--- src/rtl/wkr_pkg.sv ---
package wkr_pkg;
  localparam int DATA_W  = 32;
  localparam int FIELD_W = 4;

  typedef enum logic [2:0] {
    RGN_IEN   = 3'd0,
    RGN_WEN   = 3'd1,
    RGN_POL   = 3'd2,
    RGN_PEND  = 3'd3,
    RGN_ROUTE = 3'd4
  } region_e;
endpackage

--- src/rtl/wkr_sync_edge.sv ---
module wkr_sync_edge #(
  parameter int N_CH        = 64,
  parameter int SYNC_STAGES = 2
) (
  input  logic            clk,
  input  logic            rst,
  input  logic [N_CH-1:0] raw_i,
  input  logic [N_CH-1:0] pol_i,
  output logic [N_CH-1:0] hit_o
);
  logic [N_CH-1:0] stg [SYNC_STAGES];
  logic [N_CH-1:0] prev_q;

  for (genvar s = 0; s < SYNC_STAGES; s++) begin : g_stage
    always_ff @(posedge clk) begin
      if (rst) stg[s] <= '0;
      else if (s == 0) stg[s] <= raw_i;
      else stg[s] <= stg[(s == 0) ? 0 : s-1];
    end
  end

  always_ff @(posedge clk) begin
    if (rst) prev_q <= '0;
    else     prev_q <= stg[SYNC_STAGES-1];
  end

  // a change in the selected direction: value differs from the previous
  // sample and the new value is the one the polarity asks for
  for (genvar c = 0; c < N_CH; c++) begin : g_hit
    assign hit_o[c] = (stg[SYNC_STAGES-1][c] ^ prev_q[c]) &
                      (stg[SYNC_STAGES-1][c] ^ pol_i[c]);
  end
endmodule

--- src/rtl/wkr_regs.sv ---
module wkr_regs
  import wkr_pkg::*;
#(
  parameter int N_CH   = 64,
  parameter int SEL_W  = 3,
  parameter int ADDR_W = 6
) (
  input  logic                  clk,
  input  logic                  rst,
  input  logic                  wr_i,
  input  logic [ADDR_W-1:0]     addr_i,
  input  logic [DATA_W-1:0]     wdata_i,
  input  logic [N_CH-1:0]       hit_i,
  output logic [N_CH-1:0]       ien_o,
  output logic [N_CH-1:0]       wen_o,
  output logic [N_CH-1:0]       pol_o,
  output logic [N_CH-1:0]       pend_o,
  output logic [N_CH*SEL_W-1:0] route_o,
  output logic [DATA_W-1:0]     rdata_o
);
  localparam int IDX_W = ADDR_W - 3;
  localparam int NWB   = N_CH / DATA_W;
  localparam int CPR   = DATA_W / FIELD_W;
  localparam int NRW   = N_CH / CPR;

  logic [2:0]        rgn;
  logic [IDX_W-1:0]  idx;
  logic [N_CH-1:0]   clr;
  logic [DATA_W-1:0] rd_n;

  assign rgn = addr_i[ADDR_W-1:IDX_W];
  assign idx = addr_i[IDX_W-1:0];

  always_comb begin
    clr = '0;
    if (wr_i && rgn == RGN_PEND)
      for (int w = 0; w < NWB; w++)
        if (idx == IDX_W'(w)) clr[w*DATA_W +: DATA_W] = wdata_i;
  end

  always_ff @(posedge clk) begin
    if (rst) begin
      ien_o   <= '0;
      wen_o   <= '0;
      pol_o   <= '0;
      pend_o  <= '0;
      route_o <= '0;
    end else begin
      if (wr_i) begin
        for (int w = 0; w < NWB; w++) begin
          if (idx == IDX_W'(w)) begin
            if (rgn == RGN_IEN) ien_o[w*DATA_W +: DATA_W] <= wdata_i;
            if (rgn == RGN_WEN) wen_o[w*DATA_W +: DATA_W] <= wdata_i;
            if (rgn == RGN_POL) pol_o[w*DATA_W +: DATA_W] <= wdata_i;
          end
        end
        if (rgn == RGN_ROUTE)
          for (int r = 0; r < NRW; r++)
            if (idx == IDX_W'(r))
              for (int j = 0; j < CPR; j++)
                route_o[(r*CPR+j)*SEL_W +: SEL_W] <= wdata_i[j*FIELD_W +: SEL_W];
      end
      // new edges win over a clear on the same cycle
      pend_o <= (pend_o & ~clr) | hit_i;
    end
  end

  always_comb begin
    rd_n = '0;
    case (rgn)
      RGN_IEN:  for (int w = 0; w < NWB; w++) if (idx == IDX_W'(w)) rd_n = ien_o[w*DATA_W +: DATA_W];
      RGN_WEN:  for (int w = 0; w < NWB; w++) if (idx == IDX_W'(w)) rd_n = wen_o[w*DATA_W +: DATA_W];
      RGN_POL:  for (int w = 0; w < NWB; w++) if (idx == IDX_W'(w)) rd_n = pol_o[w*DATA_W +: DATA_W];
      RGN_PEND: for (int w = 0; w < NWB; w++) if (idx == IDX_W'(w)) rd_n = pend_o[w*DATA_W +: DATA_W];
      RGN_ROUTE:
        for (int r = 0; r < NRW; r++)
          if (idx == IDX_W'(r))
            for (int j = 0; j < CPR; j++)
              rd_n[j*FIELD_W +: SEL_W] = route_o[(r*CPR+j)*SEL_W +: SEL_W];
      default: rd_n = '0;
    endcase
  end

  always_ff @(posedge clk) begin
    if (rst) rdata_o <= '0;
    else     rdata_o <= rd_n;
  end
endmodule

--- src/rtl/wkr_route.sv ---
module wkr_route #(
  parameter int N_CH  = 64,
  parameter int N_IRQ = 8,
  parameter int SEL_W = 3
) (
  input  logic                  clk,
  input  logic                  rst,
  input  logic [N_CH-1:0]       pend_i,
  input  logic [N_CH-1:0]       ien_i,
  input  logic [N_CH-1:0]       wen_i,
  input  logic [N_CH*SEL_W-1:0] route_i,
  output logic [N_IRQ-1:0]      irq_o,
  output logic                  wake_o
);
  logic [N_IRQ-1:0] irq_n;
  logic [N_CH-1:0]  live;

  assign live = pend_i & ien_i;

  always_comb begin
    irq_n = '0;
    for (int k = 0; k < N_IRQ; k++)
      for (int c = 0; c < N_CH; c++)
        if (live[c] && route_i[c*SEL_W +: SEL_W] == SEL_W'(k)) irq_n[k] = 1'b1;
  end

  always_ff @(posedge clk) begin
    if (rst) begin
      irq_o  <= '0;
      wake_o <= 1'b0;
    end else begin
      irq_o  <= irq_n;
      wake_o <= |(pend_i & wen_i);
    end
  end
endmodule

--- src/rtl/wkr_top.sv ---
module wkr_top
  import wkr_pkg::*;
#(
  parameter int N_CH        = 64,
  parameter int N_IRQ       = 8,
  parameter int SYNC_STAGES = 2,
  parameter int ADDR_W      = 3 + $clog2(N_CH / 8)
) (
  input  logic              clk,
  input  logic              rst,
  input  logic [N_CH-1:0]   raw_i,
  input  logic              reg_wr,
  input  logic [ADDR_W-1:0] reg_addr,
  input  logic [31:0]       reg_wdata,
  output logic [31:0]       reg_rdata,
  output logic [N_IRQ-1:0]  irq_o,
  output logic              wake_o
);
  localparam int SEL_W = $clog2(N_IRQ);

  logic [N_CH-1:0]       hit_w;
  logic [N_CH-1:0]       ien_w;
  logic [N_CH-1:0]       wen_w;
  logic [N_CH-1:0]       pol_w;
  logic [N_CH-1:0]       pend_w;
  logic [N_CH*SEL_W-1:0] route_w;

  initial begin
    if (SEL_W > FIELD_W) $error("route selector wider than its field");
    if (N_CH % DATA_W != 0) $error("channel count must be a multiple of the word width");
  end

  wkr_sync_edge #(.N_CH(N_CH), .SYNC_STAGES(SYNC_STAGES)) u_sync (
    .clk(clk), .rst(rst), .raw_i(raw_i), .pol_i(pol_w), .hit_o(hit_w)
  );

  wkr_regs #(.N_CH(N_CH), .SEL_W(SEL_W), .ADDR_W(ADDR_W)) u_regs (
    .clk(clk), .rst(rst), .wr_i(reg_wr), .addr_i(reg_addr), .wdata_i(reg_wdata),
    .hit_i(hit_w), .ien_o(ien_w), .wen_o(wen_w), .pol_o(pol_w), .pend_o(pend_w),
    .route_o(route_w), .rdata_o(reg_rdata)
  );

  wkr_route #(.N_CH(N_CH), .N_IRQ(N_IRQ), .SEL_W(SEL_W)) u_route (
    .clk(clk), .rst(rst), .pend_i(pend_w), .ien_i(ien_w), .wen_i(wen_w),
    .route_i(route_w), .irq_o(irq_o), .wake_o(wake_o)
  );
endmodule

--- config.mk ---
export PLATFORM = sky130hd
export DESIGN_NAME = wkr_top
export DESIGN_NICKNAME = d
export VERILOG_FILES = /design/src/rtl/wkr_pkg.sv /design/src/rtl/wkr_sync_edge.sv /design/src/rtl/wkr_regs.sv /design/src/rtl/wkr_route.sv /design/src/rtl/wkr_top.sv
export SDC_FILE = /design/constraint.sdc
export NUM_CORES = 2
export LEC_CHECK = 0
export ABC_AREA = 1
export BUFFER_PORTS_ARGS = -buffer_cell sky130_fd_sc_hd__buf_2
export CAP_MARGIN = 20
export CORE_MARGIN = 3
export CORE_UTILIZATION = 25
export CTS_BUF_LIST = sky130_fd_sc_hd__clkbuf_4
export CTS_CLUSTER_DIAMETER = 80
export DETAILED_ROUTE_END_ITERATION = 8
export PLACE_DENSITY = 0.36
export SETUP_SLACK_MARGIN = 0.2
export SLEW_MARGIN = 20
export SYNTH_ARGS = -nofsm -noshare
export SYNTH_HDL_FRONTEND = slang
export SYNTH_SLANG_ARGS = --single-unit
--- constraint.sdc ---
create_clock -name clk -period 1.4 [get_ports clk]
set_input_delay 0.14 -clock clk [delete_from_list [all_inputs] [get_ports clk]]
set_output_delay 0.14 -clock clk [all_outputs]
set_load 0.01 [all_outputs]
# ---- After elaboration in Yosys (flattened, before gate mapping)
# Memories as Yosys holds them, arrays and structs flattened.
# Cells that the tools add are included.
dict set report op_classes {
  eq_ne 459
  bitwise_logic 199
  mul 0
  reduce_logical 594
  shift 0
  n_div 0
  magnitude_cmp 0
  n_addsub 0
  muxes 608
}
# cell n
set ops {}
lappend ops {{3-bit equality test (second input constant)} 261}
lappend ops {{1-bit two-way mux} 515}
lappend ops {{1-bit logical AND} 513}
lappend ops {{3-bit by 2-bit equality test with 1-bit output (second input constant)} 132}
lappend ops {{32-bit two-way mux} 10}
lappend ops {{3-bit by 1-bit equality test with 1-bit output (second input constant)} 66}
lappend ops {{3-bit zero test} 66}
lappend ops {{64-bit bitwise AND} 3}
lappend ops {{3-bit two-way mux} 64}
lappend ops {{64-bit two-way mux} 3}
lappend ops {{1-bit XOR} 128}
lappend ops {{3-bit case mux with 5 select lines} 8}
lappend ops {{1-bit bitwise AND} 64}
lappend ops {{64-bit inverter} 1}
lappend ops {{64-bit bitwise OR} 1}
lappend ops {{64-bit OR reduction} 1}
lappend ops {{3-bit AND reduction} 14}
lappend ops {{1-bit case mux with 4 select lines} 8}
lappend ops {{1-bit bitwise OR} 2}
dict set report totals {
  n_memories 1
  output_inout_bits 41
  latchBits 0
  mem_bits_rw 128
  elab_cells 1880
  rom_bits 0
  inputBits 105
  regBits 553
}
# memory words width rd rd_clocked_by_memory_dff wr line
set memory_table {}
lappend memory_table {u_sync.stg 2 64 2 0 2 wkr_sync_edge.sv:11} ;# logic [N_CH-1:0] stg [SYNC_STAGES];

# ---- Longest topological paths before layout
dict set report depth {
  word_depth 66
  ltp_mapped 13
  ltp_nobuf 11
}

# ---- Cells and area by module
# Synthesis repeated with hierarchy kept, for this count alone.
dict set report hier_totals {
  hier_cells 5585
  area_unflattened_um2 34799.6
}
# module n_inst area_each_um2 seq_area_each_um2 cells_each
set by_module_without_submodules {}
lappend by_module_without_submodules {wkr_regs 1 20268.2 9609.2 2648}
lappend by_module_without_submodules {wkr_sync_edge 1 7437.1 3843.7 1109}
lappend by_module_without_submodules {wkr_route 1 7094.3 180.2 1828}

# ---- Worst setup path before layout
# Ideal clock, no wire load.
dict set report synth_timing {
  kind {input to register}
  from {in reg_addr[0]}
  to {reg u_regs.route_o[10]}
  n_path_buf 3
  setup_ns 0.135
  setup_slack_ns -0.046
  stages 9
  arrival_ns 1.312
  path_cell_list {buf_4 -> nor2_4 -> nand2_1 -> nor2_1 -> inv_2 -> nor2_1 -> buf_2 -> buf_2 -> a211oi_1}
}
dict set report synth_via {
  elab_chain_len 2
}
# element line
set synth_rtl {}
lappend synth_rtl {{from (decl)} wkr_top.sv:13} ;# input logic [ADDR_W-1:0] reg_addr,
lappend synth_rtl {{3-bit zero test} wkr_regs.sv:59} ;# if (idx == IDX_W'(r))
lappend synth_rtl {{3-bit AND reduction (no source line)} -}
lappend synth_rtl {{to (signal, indexed assignment)} wkr_regs.sv:61} ;# route_o[(r*CPR+j)*SEL_W +: SEL_W] <= wdata_i[j*FIELD_W +: SEL_W];
lappend synth_rtl {{to (decl)} wkr_regs.sv:18} ;# output logic [N_CH*SEL_W-1:0] route_o,
# No other way between the ends.
# A chain may end at the register's enable or synchronous reset.

# ---- Worst setup path in the final report
dict set report layout_timing {
  from {reg u_regs.rdata_o[8]}
  to {out reg_rdata[8]}
}
# element line
set layout_rtl {}
lappend layout_rtl {{from (decl)} wkr_regs.sv:19} ;# output logic [DATA_W-1:0] rdata_o
lappend layout_rtl {{from (signal assigned)} wkr_regs.sv:86} ;# else rdata_o <= rd_n;
lappend layout_rtl {{to (decl)} wkr_top.sv:15} ;# output logic [31:0] reg_rdata,
# No word-level cell between the ends.

==> impl_metrics.csv <==
group,metric,value,unit
clocking,clk_pin_slew,0.07,ns
logic_synthesis,synth-edff-count,0,
drt,drc,0,
setup_path,worstPathCellList,"buf_6",
finish,drive_gt1_share,34.2,%
setup_path,cp.depth,1,
drt,vias,38800,
setup_path,rrSetupSlack,-0.45,ns
clocking,cts-root-buf,"clkbuf_4",
drt,drt.antenna.violating_nets,0,
logic_synthesis,syn_nets,5093,
sta,maxSlewViolCount,0,
logic_synthesis,ys_async_sr_fraction,0,%
setup_path,rr_startpoint,"u_regs.pend_o[14]",
run_status,status,"complete, but fails checks",
drt,routed_via_density,4.68,
setup_path,slowest_delay,0.39,ns
clocking,clock_sink_count,681,
floorplan,die_h,369,um
setup_path,timing.critical_path.to,"reg_rdata[8]",
clocking,htreeDepth,4,
logic_synthesis,synth-warning-count,0,
finish,seqCellArea,14000,um2
logic_synthesis,synth-seq-area-share,41.3,%
setup_path,cp.arrival,1.76,ns
finish,multi_input_comb_area,18500,um2
pwr,p_per_area,846,nW/um2
logic_synthesis,synthFlopType,"dfxtp_1",
setup_path,path_buf_inv,1,
setup_path,crit_start,"u_regs.rdata_o[8]",
setup_path,cp-end-kind,"primary output",
finish,nets,6496,
flow_run,drv_cap,0,
logic_synthesis,avgSynthCellArea,6.62,um2
floorplan,row_count,132,
global_routing,grt_overflow_total,0,
logic_synthesis,yosysUniqueCellTypes,35,
sta,maxSlewHeadroom,57.6,%
global_routing,grt_first_pass_wirelength,269000,um
floorplan,ioPinCount,146,
setup_path,crit_type,"flip-flop to primary output",
drt,drtIter0Drc,2678,
global_routing,grt_max_degree,53,
sta,finalSetupViolations,60,
run_status,violations,"negative hold slack, negative setup slack",
floorplan,core_area,130000,um2
setup_path,start_kind,"flip-flop",
drt,routed_wl,190000,um
sta,fin_crit_sh,135,%
finish,final_core_util,40.2,%
sta,max_freq,528,MHz
setup_path,cpLargestDelayFamily,"flip-flops",
pwr,peakVddDrop,0.000752,V
sta,hold_viol,9,
placement,dp_hpwl,148000,um
finish,final_area,52400,um2
finish,n_fill_cell,13900,
logic_synthesis,ys_ff_latch,681,
setup_path,r2r_cells,12,
setup_path,critPathRequiredTime,1.26,ns
sta,final.setup_skew,0.0850,ns
sta,fin_ws,-0.495,ns
drt,drt-pass1-iter-count,7,
global_routing,antenna_found_initial,9,
global_routing,grt_pass1_vias,37900,
sta,tightest_slew,0.635,ns
clocking,clock_path_buffers,3,
pwr,leakagePower,22.8,nW
sta,layout_min_cycle_time,1.90,ns
logic_synthesis,syn_area,33000,um2
drt,wire_per_inst,22.9,um
sta,rsz0062_at_grt,"true",
clocking,numCtsBuffers,203,
setup_path,r2r_end,"u_route.irq_o[7]",
floorplan,initial_core_util,25.3,%
placement,port_buffers,145,
logic_synthesis,synth_cells,4988,
clocking,cts_tree,"built",
setup_path,cp_max_fo,1,
hold_path,hp-class,"primary input to flip-flop",
sta,holdWs,-0.111,ns
global_routing,gr-usage-all-layers,27.4,%
floorplan,die_w,369,um
floorplan,design.die.area,136000,um2
placement,gp_congestion,0.970,
setup_path,critPathSlowestCell,"dfxtp_4",
finish,area_growth_syn_to_layout,58.7,%
clocking,worstSkewPairLatency,1.26,ns
placement,dpl-instance-area,43800,um2
sequential cells by signal (all words and copies together), names as in the netlist:
| register | flops |
|---|---|
| u_regs.wen_o | 64 |
| u_regs.rdata_o | 32 |
| u_regs.pol_o | 64 |
| u_route.wake_o | 1 |
| u_regs.pend_o | 64 |
| u_sync.prev_q | 64 |
| u_regs.route_o | 192 |
| u_regs.ien_o | 64 |
| u_route.irq_o | 8 |
| u_sync.stg | 128 |
metal layers:
metal / global-route usage, % / vias up / wire [um]
met4: 10.8 / 2 / 8040
met5: 0 / - / 8
li1: - / 19100 / -
met2: 45.2 / 1016 / 87200
met1: 35.9 / 18300 / 85700
met3: 4.04 / 310 / 8780
stage by stage:
step / hold WS, ns / total power (W) / TNS [ns] / cells / worst slack [ns]
4_1_cts: -0.0673 / 0.0449 / -33.94 / 8260 / -0.607
3_3_place_gp: 0.343 / 0.0243 / -191.28 / 7633 / -0.984
3_5_place_dp: 0.345 / 0.0243 / -193.50 / 7633 / -1.00
2_1_floorplan: 0.247 / 0.0219 / 0 / 4988 / 0.108
5_1_grt: -0.0621 / 0.0464 / -27.09 / 8284 / -0.622
6_report: -0.111 / 0.0443 / -21.51 / 8284 / -0.495
cell families (layout without fill, tap and decap cells):
kind of cell | after synthesis | count (layout) | share of synthesized area [%]
AOI/OAI and AO/OA | 832 | 832 | 16.9
buffers and inverters | 820 | 2360 | 9.83
DFF | 681 | 681 | 41.3
other | 0 | 14 | 0
and+or+nand+nor | 2655 | 2655 | 31.9
area by class of cell:
cell class / instances / area share [%]
antenna: 14 / 0.0669
clock inverter: 49 / 0.585
tap: 1742 / 4.16
inverter: 583 / 4.27
timing repair buffer: 1435 / 24.7
sequential: 681 / 26.7
clock buffer: 293 / 4.20
multi-input combinational: 3487 / 35.3
synth_stat cells, types with 12 or more instances:
master    number  share of area (%)
buf_1         12               0.14
nor2_1      1072                 12
nand3_1      172                2.6
nand2_1     1269                 14
a31oi_1       64                1.2
dfxtp_1      681                 41
inv_1        545                6.2
o22ai_1       64                1.2
buf_4         19               0.43
o21ai_0      179                2.7
clkinv_1      24               0.27
a211oi_1     346                7.9
a211oi_2      38                1.4
clkbuf_1     130                1.5
nor3_1        88                1.3
nand4_1       25               0.47
inv_2         14               0.16
a21oi_1      110                1.7
buf_2         75                1.1
how the worst min path moves through the flow:
stage / from / end / slack [ns] / depth (start not counted)
final: reg_wr / u_regs.route_o[130] / -0.11 / 6
after detailed placement: raw_i[44] / u_sync.stg[0][44] / 0.34 / 3
after global routing: reg_wr / u_regs.route_o[129] / -0.06 / 6
after global placement: raw_i[38] / u_sync.stg[0][38] / 0.34 / 3
after CTS: reg_addr[0] / u_regs.rdata_o[29] / -0.07 / 10
after floorplan: raw_i[0] / u_sync.stg[0][0] / 0.25 / 2
cell usage in the layout (no fill, tap or decap), types with 25 or more instances in the layout:
master	Yosys	layout
nor3_1	88	41
o21ai_1	0	45
nand2_2	2	144
buf_2	75	107
nand3_1	172	119
nand3_2	0	40
a21oi_1	110	83
dfxtp_2	0	107
o21ai_0	179	118
buf_6	0	116
nor2_4	5	27
inv_1	545	498
clkbuf_4	0	294
nor2_1	1072	997
nand2_1	1269	1066
o22ai_1	64	54
a211oi_2	38	51
nand4_1	25	25
dlygate4sd3_1	0	268
a31oi_1	64	61
a211oi_1	346	333
nand2_4	0	60
nor3_2	2	39
nor2_2	1	54
buf_12	0	105
inv_2	14	50
clkinv_1	24	55
dfxtp_4	0	60
buf_4	19	836
dfxtp_1	681	514
power by group:
group          switching [W]  internal [W]
Combinational        0.00275       0.00195
Clock                0.00986       0.00967
Sequential          0.000344        0.0197
timing repair:
action                     CTS  global route
setup buffers               14            11
setup endpoints to repair   80           506
cloned                       0             0
hold buffers               271             8
resized for setup          725           297
pin swaps                  166           134
hold endpoints to repair   681            38
(Power assumes the default switching activity.)
